File: config.mk
export PLATFORM = sky130hd
export DESIGN_NAME = status_param_check
export DESIGN_NICKNAME = d
export VERILOG_FILES = /design/src/rtl/spc_pkg.sv /design/src/rtl/spc_addr_gen.sv /design/src/rtl/spc_rule_eval.sv /design/src/rtl/status_param_check.sv
export SDC_FILE = /design/constraint.sdc
export NUM_CORES = 1
export LEC_CHECK = 0
export BUFFER_PORTS_ARGS = -buffer_cell sky130_fd_sc_hd__buf_2
export CAP_MARGIN = 20
export CORE_MARGIN = 5
export CORE_UTILIZATION = 47
export DETAILED_ROUTE_END_ITERATION = 10
export HOLD_SLACK_MARGIN = 0.15
export PLACE_DENSITY_LB_ADDON = 0.25
export SYNTH_ARGS = -nofsm -noshare
export SYNTH_HDL_FRONTEND = slang
export SYNTH_SLANG_ARGS = --single-unit
File: constraint.sdc
create_clock -name clk -period 1.25 [get_ports clk]
set_input_delay 0 -clock clk [delete_from_list [all_inputs] [get_ports clk]]
set_output_delay 0 -clock clk [all_outputs]
set_load 0.005 [all_outputs]
File: src/rtl/spc_pkg.sv
// Shared encodings for the status-store parameter validator.
// Assumes order and status codes are 2 bits wide at the block edge.
package spc_pkg;
    typedef enum logic [1:0] {
        OP_STORE_AT    = 2'd0,
        OP_STORE_EXTRA = 2'd1,
        OP_SET_PFX     = 2'd2,
        OP_RSVD        = 2'd3
    } op_e;

    typedef enum logic [1:0] {
        ST_ACCEPT    = 2'd0,
        ST_BAD_ORDER = 2'd1,
        ST_BAD_STATE = 2'd2,
        ST_BAD_PARAM = 2'd3
    } st_e;
endpackage

File: src/rtl/spc_addr_gen.sv
// Derives effective address, area length and a misalignment flag from the
// operand. Assumes ADDR_TOP < PARAM_W and every log2 length fits LEN_W bits.
module spc_addr_gen #(
    parameter int PARAM_W  = 64,
    parameter int LEN_W    = 16,
    parameter int ADDR_TOP = 31,
    parameter int STS_LG   = 9,
    parameter int PFX_LG   = 13,
    parameter int CODE_W   = 4,
    parameter int CODE_DEF = 10
) (
    input  logic [1:0]         order,
    input  logic [PARAM_W-1:0] param,
    output logic [PARAM_W-1:0] eff_addr,
    output logic [LEN_W-1:0]   eff_len,
    output logic               misaligned
);
    import spc_pkg::*;

    localparam int LG_W = $clog2(LEN_W);
    localparam logic [PARAM_W-1:0] LIMIT     = (PARAM_W'(1) << ADDR_TOP) - PARAM_W'(1);
    localparam logic [PARAM_W-1:0] STS_MASK  = LIMIT & ~((PARAM_W'(1) << STS_LG) - PARAM_W'(1));
    localparam logic [PARAM_W-1:0] PFX_MASK  = LIMIT & ~((PARAM_W'(1) << PFX_LG) - PARAM_W'(1));
    localparam logic [PARAM_W-1:0] CODE_MASK = (PARAM_W'(1) << CODE_W) - PARAM_W'(1);

    logic [CODE_W-1:0] code;
    logic [LG_W-1:0]   len_lg;

    // Select address mask and log2 length per order.
    always_comb begin
        code = param[CODE_W-1:0];
        case (op_e'(order))
            OP_STORE_AT: begin
                eff_addr = param & STS_MASK;
                len_lg   = LG_W'(STS_LG);
            end
            OP_STORE_EXTRA: begin
                eff_addr = param & ~CODE_MASK;
                len_lg   = (code == '0) ? LG_W'(CODE_DEF) : LG_W'(code);
            end
            OP_SET_PFX: begin
                eff_addr = param & PFX_MASK;
                len_lg   = LG_W'(PFX_LG);
            end
            default: begin
                eff_addr = '0;
                len_lg   = '0;
            end
        endcase
    end

    // Length from its log2 and the alignment test against it.
    always_comb begin
        eff_len    = LEN_W'(1) << len_lg;
        misaligned = |(eff_addr[LEN_W-1:0] & (eff_len - LEN_W'(1)));
    end
endmodule

File: src/rtl/spc_rule_eval.sv
// Applies the per-order checks in their fixed precedence and returns the
// first failing status. Assumes misaligned is valid only for extended status.
module spc_rule_eval #(
    parameter int CODE_W = 4,
    parameter int GS_MIN = 10,
    parameter int GS_MAX = 12
) (
    input  logic [1:0]        order,
    input  logic [CODE_W-1:0] code,
    input  logic              stopped,
    input  logic              feat_vec,
    input  logic              feat_gs,
    input  logic              mem_ok,
    input  logic              misaligned,
    output logic [1:0]        status
);
    import spc_pkg::*;

    logic code_legal;
    st_e  st;

    // Legal length codes depend on the guarded-storage feature.
    always_comb begin
        code_legal = (code == '0) ||
                     (feat_gs && (code >= CODE_W'(GS_MIN)) && (code <= CODE_W'(GS_MAX)));
    end

    // Ordered rule chain per order type.
    always_comb begin
        case (op_e'(order))
            OP_STORE_AT: begin
                if (!stopped)      st = ST_BAD_STATE;
                else if (!mem_ok)  st = ST_BAD_PARAM;
                else               st = ST_ACCEPT;
            end
            OP_STORE_EXTRA: begin
                if (!(feat_vec || feat_gs)) st = ST_BAD_ORDER;
                else if (!stopped)          st = ST_BAD_STATE;
                else if (misaligned)        st = ST_BAD_PARAM;
                else if (!code_legal)       st = ST_BAD_PARAM;
                else if (!mem_ok)           st = ST_BAD_PARAM;
                else                        st = ST_ACCEPT;
            end
            OP_SET_PFX: begin
                if (!mem_ok)       st = ST_BAD_PARAM;
                else if (!stopped) st = ST_BAD_STATE;
                else               st = ST_ACCEPT;
            end
            default:               st = ST_BAD_ORDER;
        endcase
        status = st;
    end
endmodule

File: src/rtl/status_param_check.sv
// Top of the status-store parameter validator: combinational address and
// rule stages followed by one result register. Assumes mem_ok answers for
// the range derived from the same cycle's operand.
module status_param_check #(
    parameter int PARAM_W  = 64,
    parameter int LEN_W    = 16,
    parameter int ADDR_TOP = 31,
    parameter int STS_LG   = 9,
    parameter int PFX_LG   = 13,
    parameter int CODE_W   = 4,
    parameter int CODE_DEF = 10,
    parameter int GS_MIN   = 10,
    parameter int GS_MAX   = 12
) (
    input  logic               clk,
    input  logic               rst_n,
    input  logic               in_valid,
    input  logic [1:0]         in_order,
    input  logic [PARAM_W-1:0] in_param,
    input  logic               tgt_stopped,
    input  logic               feat_vec,
    input  logic               feat_gs,
    input  logic               mem_ok,
    output logic               res_valid,
    output logic [1:0]         res_status,
    output logic [PARAM_W-1:0] res_addr,
    output logic [LEN_W-1:0]   res_len,
    output logic               res_req
);
    logic [PARAM_W-1:0] nxt_addr;
    logic [LEN_W-1:0]   nxt_len;
    logic               nxt_misal;
    logic [1:0]         nxt_status;

    spc_addr_gen #(
        .PARAM_W(PARAM_W), .LEN_W(LEN_W), .ADDR_TOP(ADDR_TOP),
        .STS_LG(STS_LG), .PFX_LG(PFX_LG), .CODE_W(CODE_W), .CODE_DEF(CODE_DEF)
    ) u_addr (
        .order(in_order), .param(in_param),
        .eff_addr(nxt_addr), .eff_len(nxt_len), .misaligned(nxt_misal)
    );

    spc_rule_eval #(
        .CODE_W(CODE_W), .GS_MIN(GS_MIN), .GS_MAX(GS_MAX)
    ) u_rules (
        .order(in_order), .code(in_param[CODE_W-1:0]), .stopped(tgt_stopped),
        .feat_vec(feat_vec), .feat_gs(feat_gs), .mem_ok(mem_ok),
        .misaligned(nxt_misal), .status(nxt_status)
    );

    // Register the result one cycle after a valid order.
    always_ff @(posedge clk) begin
        if (!rst_n) begin
            res_valid  <= 1'b0;
            res_req    <= 1'b0;
            res_status <= '0;
            res_addr   <= '0;
            res_len    <= '0;
        end else begin
            res_valid <= in_valid;
            res_req   <= in_valid && (nxt_status == spc_pkg::ST_ACCEPT);
            if (in_valid) begin
                res_status <= nxt_status;
                res_addr   <= nxt_addr;
                res_len    <= nxt_len;
            end
        end
    end
endmodule

==> run_summary.xml <==
<?xml version="1.0" encoding="UTF-8"?>
<metrics>
  <group name="timing">
    <metric name="finalSetupViolations" unit="">0</metric>
    <metric name="grt_setup_unrepaired" unit="">no</metric>
    <metric name="final-hold-violation-count" unit="">0</metric>
    <metric name="timing.final.crit_share" unit="%">94.99</metric>
    <metric name="final_max_slew_viol_count" unit="">0</metric>
    <metric name="timing.clock.skew" unit="ns">0</metric>
    <metric name="finalCriticalPeriod" unit="ns">1.187</metric>
    <metric name="timing.fmax" unit="MHz">842.2</metric>
    <metric name="fin_tns_setup" unit="ns">0</metric>
  </group>
  <group name="yosys">
    <metric name="number_of_synthesized_register_bits" unit="">80</metric>
    <metric name="syn_area" unit="µm²">3552</metric>
    <metric name="post_synth_main_area_contributors" unit="">dfxtp_1, nor2b_1, a21oi_1</metric>
    <metric name="yosysWarnings" unit="">0</metric>
    <metric name="netlist-cell-type-count" unit="">47</metric>
    <metric name="postSynthCellCount" unit="">414</metric>
    <metric name="netlist.top_cell.by_area" unit="">dfxtp_1</metric>
    <metric name="synth_sequential_area_ratio" unit="%">45.09</metric>
    <metric name="post_synth_top_area_share" unit="%">45.09</metric>
    <metric name="avgSynthCellArea" unit="µm²">8.580</metric>
    <metric name="post_synth_edffs" unit="">0</metric>
    <metric name="synth-async-reset-ratio" unit="%">0</metric>
    <metric name="postSynth.topFlopCell" unit="">dfxtp_1</metric>
  </group>
  <group name="worst_setup_path">
    <metric name="worstSetupStartpointType" unit="">input pin</metric>
    <metric name="worstPathCellList" unit="">buf_2 &gt; dlygate4sd3_1 &gt; nand3_1 &gt; dlygate4sd3_1 &gt; a21boi_1</metric>
    <metric name="critPathMaxFanout" unit="">7</metric>
    <metric name="setup.worst_path.end_class" unit="">flop</metric>
    <metric name="critical_path.max_stage_delay" unit="ns">0.59</metric>
    <metric name="critical_path.slowest_cell" unit="">dlygate4sd3_1</metric>
    <metric name="critical_path_class" unit="">input pin to flop</metric>
    <metric name="critical_path_required" unit="ns">1.53</metric>
    <metric name="worst_path_most_repeated_cell" unit="">dlygate4sd3_1</metric>
    <metric name="worstPathBufferInverterCount" unit="">3</metric>
    <metric name="cp_data_arrival_time" unit="ns">1.47</metric>
    <metric name="cp_top_family" unit="">buffers and inverters</metric>
  </group>
  <group name="clocking">
    <metric name="clock_buffer_count_from_cts" unit="">9</metric>
    <metric name="max-clock-path-buffers" unit="">2</metric>
    <metric name="htreeDepth" unit="">3</metric>
    <metric name="clkSinkCount" unit="">80</metric>
    <metric name="cts.clk_slew.worst_paths" unit="ns">0.08</metric>
    <metric name="cts_tree" unit="">built</metric>
    <metric name="cts_post_setup_buffers_inserted" unit="">0</metric>
    <metric name="cts.root.buffer_cell" unit="">clkbuf_8</metric>
    <metric name="worst_skew_pair.late_latency" unit="ns">0.34</metric>
    <metric name="gates_resized_cts_repair" unit="">0</metric>
  </group>
  <group name="grt">
    <metric name="largest_net_degree_at_the_start_of_global_routing" unit="">34</metric>
    <metric name="global_route.usage.total" unit="%">22.47</metric>
    <metric name="wire_length_of_the_first_global_routing_pass" unit="mm">17.53</metric>
    <metric name="antenna_found_initial" unit="">0</metric>
    <metric name="first_global_vias" unit="">3675</metric>
    <metric name="globalRoute.totalOverflow" unit="">0</metric>
  </group>
  <group name="floorplan">
    <metric name="design.core.area" unit="µm²">7292</metric>
    <metric name="pin_count" unit="">157</metric>
    <metric name="floorplan.initialDensity" unit="%">48.71</metric>
    <metric name="std_cell_rows" unit="">31</metric>
    <metric name="die_x" unit="µm">96.94</metric>
    <metric name="die_area" unit="µm²">9396</metric>
    <metric name="die_span_y" unit="µm">96.94</metric>
  </group>
  <group name="power">
    <metric name="finalPower" unit="mW">5.542</metric>
    <metric name="power.leakage" unit="nW">2.386</metric>
    <metric name="power_per_cell_area" unit="nW/µm²">1047</metric>
    <metric name="max-vdd-ir-drop" unit="mV">0.6209</metric>
  </group>
  <group name="worst_hold_path">
    <metric name="hp-class" unit="">input pin to flop</metric>
  </group>
  <group name="routing">
    <metric name="avgRoutedWirePerCell" unit="µm">14.57</metric>
    <metric name="post_drt_via_cell_ratio" unit="">4.845</metric>
    <metric name="antenna_left" unit="">0</metric>
    <metric name="routed_vias" unit="">3561</metric>
    <metric name="dr_drc_count" unit="">0</metric>
    <metric name="dr.pass1.iters" unit="">4</metric>
    <metric name="wirelength" unit="mm">10.71</metric>
    <metric name="drtIter0Drc" unit="">104</metric>
  </group>
  <group name="cells_and_area">
    <metric name="final_nets" unit="">704</metric>
    <metric name="fin_cells" unit="">735</metric>
    <metric name="syn_to_final_growth" unit="%">48.96</metric>
    <metric name="antenna_cells_inserted" unit="">0</metric>
    <metric name="layout-drive-gt1-share" unit="%">29.87</metric>
  </group>
  <group name="placed_design">
    <metric name="placement.io_buffers" unit="">152</metric>
    <metric name="weighted_congestion_at_the_end_of_routability_driven_global_placement" unit="">0.8520</metric>
    <metric name="hpwlAfterDp" unit="mm">7.063</metric>
    <metric name="place_inst" unit="">653</metric>
  </group>
  <group name="run_status">
    <metric name="run_status" unit="">finished, final reports clean</metric>
  </group>
  <group name="run">
    <metric name="max_cap_violations" unit="">0</metric>
  </group>
</metrics>
==> stage by stage <==
step / area (µm²) / setup slack [ns] / utilization (%) / hold WS (ns)
floorplan: 3563 / 0.1644 / - / 0.1286
global placement: 4418 / 0.04679 / 60.59 / 0.2441
detailed placement: 4418 / 0.008214 / 60.59 / 0.2562
CTS: 5291 / 0.07764 / 72.56 / 0.1575
global route: 5291 / 0.001199 / 72.56 / 0.1798
finish: 5291 / 0.06256 / 72.56 / 0.1740
==> flip-flops by register name (all words and copies together), names as in the netlist <==
name,flops
res_status,2
res_req,1
res_valid,1
res_addr,60
res_len,16
==> timing repair <==
| item | CTS | global route |
|---|---|---|
| setup endpoints to repair | 0 | 1 |
| hold endpoints to repair | 78 | 0 |
| hold buffers | 66 | 0 |
==> logic make-up after synthesis <==
| family | after synthesis | share of synthesized area, % |
|---|---|---|
| xor gates and xnor gates | 2 | 0.4932 |
| AOI/OAI and AO/OA | 102 | 17.26 |
| other | 1 | 0.1056 |
| buffers and inverters | 49 | 6.446 |
| muxes | 1 | 0.2818 |
| and+or+nand+nor | 179 | 30.33 |
| DFF | 80 | 45.09 |
==> layer usage <==
layer	vias to the layer above	wire length [µm]	global-route usage [%]
met1	1623	4393	25.43
met5	-	0	0
met3	27	699	6.619
met2	119	5298	38.64
li1	1792	-	-
met4	0	319	10.58
==> Yosys cell counts, types with 2 or more instances <==
cell type,n
a211oi_1,2
o21ai_0,3
a21oi_1,59
o211ai_1,2
nor2_1,11
a31oi_1,3
a21boi_1,6
nand2b_1,9
and3_1,2
nor2b_1,123
nand3_1,8
o32ai_1,2
nand2_1,7
clkbuf_1,14
o31ai_1,2
xnor2_1,2
inv_1,14
a21o_1,2
nand3b_1,2
nand4_1,2
dfxtp_1,80
o22ai_1,8
o21a_1,2
and2_1,10
buf_2,12
buf_4,6
==> worst min-delay path, delay by kind of cell <==
kind,cells,cell delay [ns]
compound gates,1,0.06
simple gates,2,0.13
buf+inv,2,0.27
==> cell usage in the layout (no fill, tap or decap), drive strengths merged, types with 3 or more instances in the layout <==
cell type    instances
buf                171
nor2b              123
dfxtp               80
dlygate4sd3         66
a21oi               60
inv                 15
nor2                11
clkbuf              11
and2                10
nand2b               9
nand3                9
o22ai                8
nand2                7
a21boi               7
conb                 4
o21ai                4
a31oi                3
==> power by group <==
part	switching [mW]	internal (mW)	leakage, nW
combinational	0.380	0.454	1.63
sequential	0.0344	2.62	0.651
clock	0.923	1.13	0.104
total	1.34	4.21	2.39
==> layout make-up <==
cell class / count / area, µm²
multi-input cells: 288 / 1733
clock buffers: 11 / 131.4
clock inverters: 5 / 81.33
well taps: 99 / 123.9
fillers: 615 / 2001
inverters: 15 / 56.30
flip-flops and latches: 80 / 1602
repair buffers: 237 / 1564
==> worst paths after layout <==
check,start,endpoint,slack [ns],cells past startpoint
min,in_param[2],res_len[12]$_SDFFE_PN0P_,0.17,5
max reg2reg,res_status[1]$_SDFFE_PN0P_,res_status[1]$_SDFFE_PN0P_,0.30,3
max,in_order[1],res_len[0]$_SDFFE_PN0P_,0.06,5
min reg2reg,res_len[12]$_SDFFE_PN0P_,res_len[12]$_SDFFE_PN0P_,0.47,2
(Power assumes the default switching activity.)
